$ cat src/rtl/pgwalk_pkg.sv
package pgwalk_pkg;

  typedef enum logic [1:0] {
    ET_BAD  = 2'd0,
    ET_PTR  = 2'd1,
    ET_LEAF = 2'd2,
    ET_RSVD = 2'd3
  } entryKind_e;

  // strobes from control to datapath
  typedef struct packed {
    logic capture;
    logic loadWord;
    logic descend;
    logic markFault;
  } walkCtl_t;

  // status from datapath to control
  typedef struct packed {
    entryKind_e kind;
    logic [1:0] level;
    logic       needWb;
  } walkStat_t;

  localparam int REF_BIT = 5;
  localparam int MOD_BIT = 6;
  localparam logic [1:0] LAST_LEVEL = 2'd3;

endpackage

$ cat src/rtl/pgwalk_dp.sv
module pgwalk_dp
  import pgwalk_pkg::*;
#(
  parameter int CTX_W      = 8,
  parameter int L1_IDX_W   = 8,
  parameter int L2_IDX_W   = 6,
  parameter int L3_IDX_W   = 6,
  parameter int PAGE_SHIFT = 12
) (
  input  logic              clk,
  input  logic              rstN,
  input  walkCtl_t          ctl,
  input  logic [31:0]       reqVaddr,
  input  logic              reqWrite,
  input  logic [31:0]       ctxBase,
  input  logic [CTX_W-1:0]  ctxNum,
  input  logic [31:0]       memRdata,
  output walkStat_t         stat,
  output logic [31:0]       memAddr,
  output logic [31:0]       wbData,
  output logic [31:0]       rspEntry,
  output logic              rspFault,
  output logic [1:0]        rspLevel
);

  localparam int L3_LO = PAGE_SHIFT;
  localparam int L2_LO = L3_LO + L3_IDX_W;
  localparam int L1_LO = L2_LO + L2_IDX_W;
  localparam logic [31:0] L1_MASK = (32'd1 << L1_IDX_W) - 32'd1;
  localparam logic [31:0] L2_MASK = (32'd1 << L2_IDX_W) - 32'd1;
  localparam logic [31:0] L3_MASK = (32'd1 << L3_IDX_W) - 32'd1;
  localparam logic [31:0] PTR_MASK = 32'hFFFF_FFF0;

  logic [31:0]      vaRq;
  logic             wrRq;
  logic [CTX_W-1:0] ctxRq;
  logic [31:0]      tblBase;
  logic [1:0]       levelQ;
  logic [31:0]      wordQ;
  logic             faultQ;
  logic [31:0]      idx;
  logic [31:0]      updated;

  always_ff @(posedge clk or negedge rstN) begin
    if (!rstN) begin
      vaRq    <= '0;
      wrRq    <= 1'b0;
      ctxRq   <= '0;
      tblBase <= '0;
      levelQ  <= '0;
      wordQ   <= '0;
      faultQ  <= 1'b0;
    end else begin
      if (ctl.capture) begin
        vaRq    <= reqVaddr;
        wrRq    <= reqWrite;
        ctxRq   <= ctxNum;
        tblBase <= (ctxBase & PTR_MASK) << 4;
        levelQ  <= '0;
        faultQ  <= 1'b0;
      end
      if (ctl.loadWord) wordQ <= memRdata;
      if (ctl.descend) begin
        tblBase <= (wordQ & PTR_MASK) << 4;
        levelQ  <= levelQ + 2'd1;
      end
      if (ctl.markFault) faultQ <= 1'b1;
    end
  end

  // table index for the current level
  always_comb begin
    unique case (levelQ)
      2'd0:    idx = 32'(ctxRq);
      2'd1:    idx = (vaRq >> L1_LO) & L1_MASK;
      2'd2:    idx = (vaRq >> L2_LO) & L2_MASK;
      default: idx = (vaRq >> L3_LO) & L3_MASK;
    endcase
  end

  assign memAddr = tblBase + (idx << 2);

  always_comb begin
    updated = wordQ;
    updated[REF_BIT] = 1'b1;
    if (wrRq) updated[MOD_BIT] = 1'b1;
  end

  assign wbData      = updated;
  assign stat.kind   = entryKind_e'(wordQ[1:0]);
  assign stat.level  = levelQ;
  assign stat.needWb = (updated != wordQ);
  assign rspEntry    = faultQ ? wordQ : updated;
  assign rspFault    = faultQ;
  assign rspLevel    = levelQ;

endmodule

$ cat src/rtl/pgwalk_ctrl.sv
module pgwalk_ctrl
  import pgwalk_pkg::*;
(
  input  logic      clk,
  input  logic      rstN,
  input  logic      reqValid,
  output logic      reqReady,
  output logic      rspValid,
  input  logic      rspReady,
  output logic      memReqValid,
  input  logic      memReqReady,
  output logic      memReqWrite,
  input  logic      memRspValid,
  input  walkStat_t stat,
  output walkCtl_t  ctl
);

  typedef enum logic [2:0] {
    S_IDLE, S_FETCH, S_AWAIT, S_DECODE, S_WRBACK, S_REPLY
  } walkState_e;

  walkState_e st, nxt;

  always_ff @(posedge clk or negedge rstN) begin
    if (!rstN) st <= S_IDLE;
    else       st <= nxt;
  end

  always_comb begin
    nxt         = st;
    ctl         = '0;
    reqReady    = 1'b0;
    rspValid    = 1'b0;
    memReqValid = 1'b0;
    memReqWrite = 1'b0;
    unique case (st)
      S_IDLE: begin
        reqReady = 1'b1;
        if (reqValid) begin
          ctl.capture = 1'b1;
          nxt = S_FETCH;
        end
      end
      S_FETCH: begin
        memReqValid = 1'b1;
        if (memReqReady) nxt = S_AWAIT;
      end
      S_AWAIT: begin
        if (memRspValid) begin
          ctl.loadWord = 1'b1;
          nxt = S_DECODE;
        end
      end
      S_DECODE: begin
        if (stat.kind == ET_PTR && stat.level != LAST_LEVEL) begin
          ctl.descend = 1'b1;
          nxt = S_FETCH;
        end else if (stat.kind == ET_LEAF) begin
          nxt = stat.needWb ? S_WRBACK : S_REPLY;
        end else begin
          ctl.markFault = 1'b1;
          nxt = S_REPLY;
        end
      end
      S_WRBACK: begin
        memReqValid = 1'b1;
        memReqWrite = 1'b1;
        if (memReqReady) nxt = S_REPLY;
      end
      S_REPLY: begin
        rspValid = 1'b1;
        if (rspReady) nxt = S_IDLE;
      end
      default: nxt = S_IDLE;
    endcase
  end

endmodule

$ cat src/rtl/pgwalk_top.sv
module pgwalk_top
  import pgwalk_pkg::*;
#(
  parameter int CTX_W      = 8,
  parameter int L1_IDX_W   = 8,
  parameter int L2_IDX_W   = 6,
  parameter int L3_IDX_W   = 6,
  parameter int PAGE_SHIFT = 12
) (
  input  logic             clk,
  input  logic             rstN,
  input  logic             reqValid,
  output logic             reqReady,
  input  logic [31:0]      reqVaddr,
  input  logic             reqWrite,
  input  logic [31:0]      ctxBase,
  input  logic [CTX_W-1:0] ctxNum,
  output logic             rspValid,
  input  logic             rspReady,
  output logic             rspFault,
  output logic [1:0]       rspLevel,
  output logic [31:0]      rspEntry,
  output logic             memReqValid,
  input  logic             memReqReady,
  output logic             memReqWrite,
  output logic [31:0]      memReqAddr,
  output logic [31:0]      memReqWdata,
  input  logic             memRspValid,
  input  logic [31:0]      memRspRdata
);

  walkCtl_t  ctl;
  walkStat_t stat;

  pgwalk_ctrl u_ctrl (
    .clk         (clk),
    .rstN        (rstN),
    .reqValid    (reqValid),
    .reqReady    (reqReady),
    .rspValid    (rspValid),
    .rspReady    (rspReady),
    .memReqValid (memReqValid),
    .memReqReady (memReqReady),
    .memReqWrite (memReqWrite),
    .memRspValid (memRspValid),
    .stat        (stat),
    .ctl         (ctl)
  );

  pgwalk_dp #(
    .CTX_W      (CTX_W),
    .L1_IDX_W   (L1_IDX_W),
    .L2_IDX_W   (L2_IDX_W),
    .L3_IDX_W   (L3_IDX_W),
    .PAGE_SHIFT (PAGE_SHIFT)
  ) u_dp (
    .clk      (clk),
    .rstN     (rstN),
    .ctl      (ctl),
    .reqVaddr (reqVaddr),
    .reqWrite (reqWrite),
    .ctxBase  (ctxBase),
    .ctxNum   (ctxNum),
    .memRdata (memRspRdata),
    .stat     (stat),
    .memAddr  (memReqAddr),
    .wbData   (memReqWdata),
    .rspEntry (rspEntry),
    .rspFault (rspFault),
    .rspLevel (rspLevel)
  );

endmodule

$ cat config.mk
export PLATFORM = sky130hd
export DESIGN_NAME = pgwalk_top
export DESIGN_NICKNAME = d
export VERILOG_FILES = /design/src/rtl/pgwalk_pkg.sv /design/src/rtl/pgwalk_dp.sv /design/src/rtl/pgwalk_ctrl.sv /design/src/rtl/pgwalk_top.sv
export SDC_FILE = /design/constraint.sdc
export NUM_CORES = 1
export LEC_CHECK = 0
export BUFFER_PORTS_ARGS = -buffer_cell sky130_fd_sc_hd__buf_2
export CORE_UTILIZATION = 25
export DETAILED_ROUTE_END_ITERATION = 10
export PLACE_DENSITY = 0.47
export SLEW_MARGIN = 10
export SYNTH_ARGS = -nofsm -noshare
export SYNTH_HDL_FRONTEND = slang
export SYNTH_SLANG_ARGS = --single-unit
$ cat constraint.sdc
create_clock -name clk -period 3.1 [get_ports clk]
set_input_delay 0.31 -clock clk [delete_from_list [all_inputs] [get_ports clk]]
set_output_delay 0.31 -clock clk [all_outputs]
set_load 0.03 [all_outputs]
==> results.sh <==
export IMPL_preCtsSetupSlack_ns=0.0618
export IMPL_crit_fanout=5
export IMPL_final_cells=855
export IMPL_top_layer="met5"
export IMPL_clk_latency_ns=0.35
export IMPL_grt_pass1_wl_um=19100
export IMPL_grt_usage_pct=12.2
export IMPL_antennaDiodeCount=0
export IMPL_synthXorXnorAreaFrac_pct=4.02
export IMPL_hold_viol_final=0
export IMPL_crit_arrival_ns=2.71
export IMPL_fin_crit_ns=3.02
export IMPL_dp_hpwl_um=9130
export IMPL_synth_area_mux_share_pct=18.1
export IMPL_worst_slew_pin_slew_ns=0.612
export IMPL_pwr_share_comb_pct=55.9
export IMPL_netSwitchingPower_mw=3.89
export IMPL_synth_area_leader_cell="dfrtp_1"
export IMPL_gp_congestion=0.795
export IMPL_ys_top_cells_by_area="dfrtp_1, mux2_2, buf_4"
export IMPL_portBuffers=190
export IMPL_setup_viol_count_final=0
export IMPL_core_sq_um=19500
export IMPL_drive_above_1_share_pct=53.7
export IMPL_num_io_pins=214
export IMPL_p_leak_nw=2.90
export IMPL_synth_edf_count=0
export IMPL_die_h_um=144
export IMPL_wl_met3_um=765
export IMPL_cts_reportedPaths_clkPinSlew_ns=0.08
export IMPL_cts_tree="done"
export IMPL_startpoint_type="register"
export IMPL_n_fill_cell=2042
export IMPL_min_delay_path_depth=3
export IMPL_wl_met1_um=5670
export IMPL_maxCapViolations=0
export IMPL_rows=51
export IMPL_finalCritPeriodShare_pct=97.5
export IMPL_cts_sinks=91
export IMPL_crit_slowest_cell="dfrtp_2"
export IMPL_area_delta_synth_final_pct=26.7
export IMPL_worst_slack_ns=0.0788
export IMPL_post_synth_top_count_cell="dfrtp_1"
export IMPL_postSynthAreaPerCell_sq_um=11.1
export IMPL_status="finished, final reports clean"
export IMPL_synth_simple_area_share_pct=9.66
export IMPL_die_area_sq_um=20600
export IMPL_synth_seq_cells=91
export IMPL_intPower_mw=4.02
export IMPL_fmax_mhz=331
export IMPL_grt_max_degree=49
export IMPL_routed_via_density=4.29
export IMPL_dr_pass1_iters=5
export IMPL_synth_cells=452
export IMPL_antenna_found_initial=1
export IMPL_initial_core_util_pct=25.7
export IMPL_synth_seq_area_share_pct=45.4
export IMPL_via_count=3665
export IMPL_yosysWarnings=0
export IMPL_ir_drop_mv=0.513
export IMPL_finish_instance_area_sq_um=6350
export IMPL_hold_class="primary input to register"
export IMPL_dr_wl_met2_um=5770
export IMPL_power_density_nw_per_um2=1250
export IMPL_synthFlopType="dfrtp_1"
export IMPL_p_seq_share_pct=30.2
export IMPL_swShare_pct=49.2
export IMPL_rsz0062_at_grt="true"
export IMPL_fp_dieW_um=144
export IMPL_worstSetupEndpointType="output pin"
export IMPL_cts_buffers_inserted=9
export IMPL_reg2reg_depth=8
export IMPL_async_flop_share_pct=100
export IMPL_synth_top_family_by_area="multiplexers"
export IMPL_synth_fa_ha_area_share_pct=1.90
export IMPL_max_slew_margin_rel_pct=59.2
export IMPL_htreeDepth=3
export IMPL_dp_cells=834
export IMPL_synth_compound_area_share_pct=6.47
export IMPL_layout_nets=703
export IMPL_drtIter0Drc=184
export IMPL_slew_violations=0
export IMPL_power_frac_clock_pct=13.9
export IMPL_ys_types=46
export IMPL_worst_hold_slack_ns=0.159
export IMPL_netlist_area_sq_um=5010
export IMPL_grt_pass1_vias=3621
export IMPL_overflow=0
export IMPL_wirelength_um=12400
export IMPL_max_stage_delay_ns=0.44
export IMPL_drc=0
export IMPL_netlist_area_leader_share_pct=45.4
export IMPL_crit_chain="inv_2 > ha_4 > a22oi_1 > or2_4 > inv_1 > ha_1 > a21o_1 > and3_2 > nand4_1 > xnor2_1 > buf_2"
export IMPL_skew_ns=0.00842
export IMPL_clockRootBuffer="clkbuf_16"
export IMPL_clockBufferDepth=2
export IMPL_critPathRequiredTime_ns=2.79
export IMPL_place_area_sq_um=5840
export IMPL_worstSetupPathType="register to output pin"
export IMPL_synth_commonest_cells="dfrtp_1, buf_4, mux2_2"
export IMPL_post_drt_wl_per_cell_um=14.4
export IMPL_ant_nets=0
## worst paths after layout
| kind | endpoint | from | slack (ns) |
|---|---|---|---|
| max | memReqAddr[23] | u_dp.rspLevel[0]$_DFFE_PN0P_ | 0.08 |
| min reg2reg | u_dp.vaRq[23]$_DFFE_PN0P_ | u_dp.vaRq[23]$_DFFE_PN0P_ | 0.51 |
| min | u_dp.wrRq$_DFFE_PN0P_ | reqWrite | 0.16 |
| max in group asynchronous | u_dp.rspLevel[0]$_DFFE_PN0P_ | rstN | 1.88 |
| min in group asynchronous | u_dp.tblBase[11]$_DFFE_PN0P_ | rstN | 0.51 |
| max reg2reg | u_dp.tblBase[10]$_DFFE_PN0P_ | u_dp.rspLevel[1]$_DFFE_PN0P_ | 0.85 |
## cell families (layout without fill, tap and decap cells)
group	after synthesis	count (layout)
buf+inv	102	239
xor+xnor	23	23
other cells	2	3
compound gates	54	54
mux	84	84
fa+ha+maj	7	7
flops	91	91
simple gates	89	89
## state kept, by name, indices dropped and copies added, names as in the netlist
signal,count
u_dp.ctxRq,8
u_dp.rspLevel,2
u_dp.rspFault,1
u_dp.wordQ,32
u_dp.vaRq,20
u_dp.wrRq,1
u_ctrl.st,3
u_dp.tblBase,24
## metal layers
| metal | track usage, % | vias up |
|---|---|---|
| met5 | 0 | - |
| met4 | 3.47 | 2 |
| met3 | 3.63 | 11 |
| met2 | 19.1 | 140 |
| met1 | 16.3 | 1767 |
| li1 | - | 1745 |
## critical path: cells and delay by family (launching register included)
| family | cells | cell delay (ns) |
|---|---|---|
| adder cells (fa/ha/maj) | 2 | 0.42 |
| flip-flops | 1 | 0.44 |
| buffers and inverters | 3 | 0.34 |
| AND/OR/NAND/NOR | 3 | 0.55 |
| XOR/XNOR | 1 | 0.18 |
| AO/OA/AOI/OAI | 2 | 0.44 |
## final cells by class
type	count	area, sq um	area share (%)
tap	265	332	5.22
timing repair buffer	206	1160	18.2
clock inverter	7	67.6	1.06
clock buffer	9	225	3.55
sequential	91	2280	35.9
multi-input combinational	260	2220	35.0
inverter	17	63.8	1.01
## layout by cell type (no fill, tap or decap), types with 3 or more instances in the layout
cell type    n
buf_2      179
dfrtp_1     90
mux2_2      54
nand2_1     39
mux2i_1     29
o21ai_1     22
buf_4       17
inv_1       14
o21ai_0     13
xnor2_1     12
clkbuf_16    9
nor2_1       7
a222oi_1     6
a21oi_1      5
buf_6        5
nand4_1      4
xor2_2       4
xnor2_2      4
inv_2        3
nand3_4      3
xor2_1       3
nand3_1      3
nor3_4       3
nand2b_1     3
ha_1         3
conb_1       3
inv_8        3
buf_12       3
## power by group through the flow
stage	logic (mW)	registers [mW]	clock network, mW
floorplan	3.69	2.24	0
detailed placement	4.24	2.40	0
CTS	4.38	2.38	1.15
global placement	4.22	2.37	0
finish	4.42	2.39	1.10
global route	4.76	2.50	1.20
## stage by stage
stage,util [%],TNS (ns),power (mW)
finish,32.5,0,7.91
CTS,32.0,0,7.91
detailed placement,29.9,0,6.63
global route,32.5,-0.584,8.46
global placement,29.9,0,6.59
floorplan,-,-0.0161,5.92
## what timing repair did
item | CTS | global route
hold buffers | 1 | 0
setup endpoints to repair | 15 | 17
endpoints found under the hold margin | 8 | 0
setup buffers | 4 | 0
resized for setup | 22 | 29
gates cloned | 0 | 0
pin swaps | 2 | 6
No activity file was read; power rests on OpenSTA's default activity.
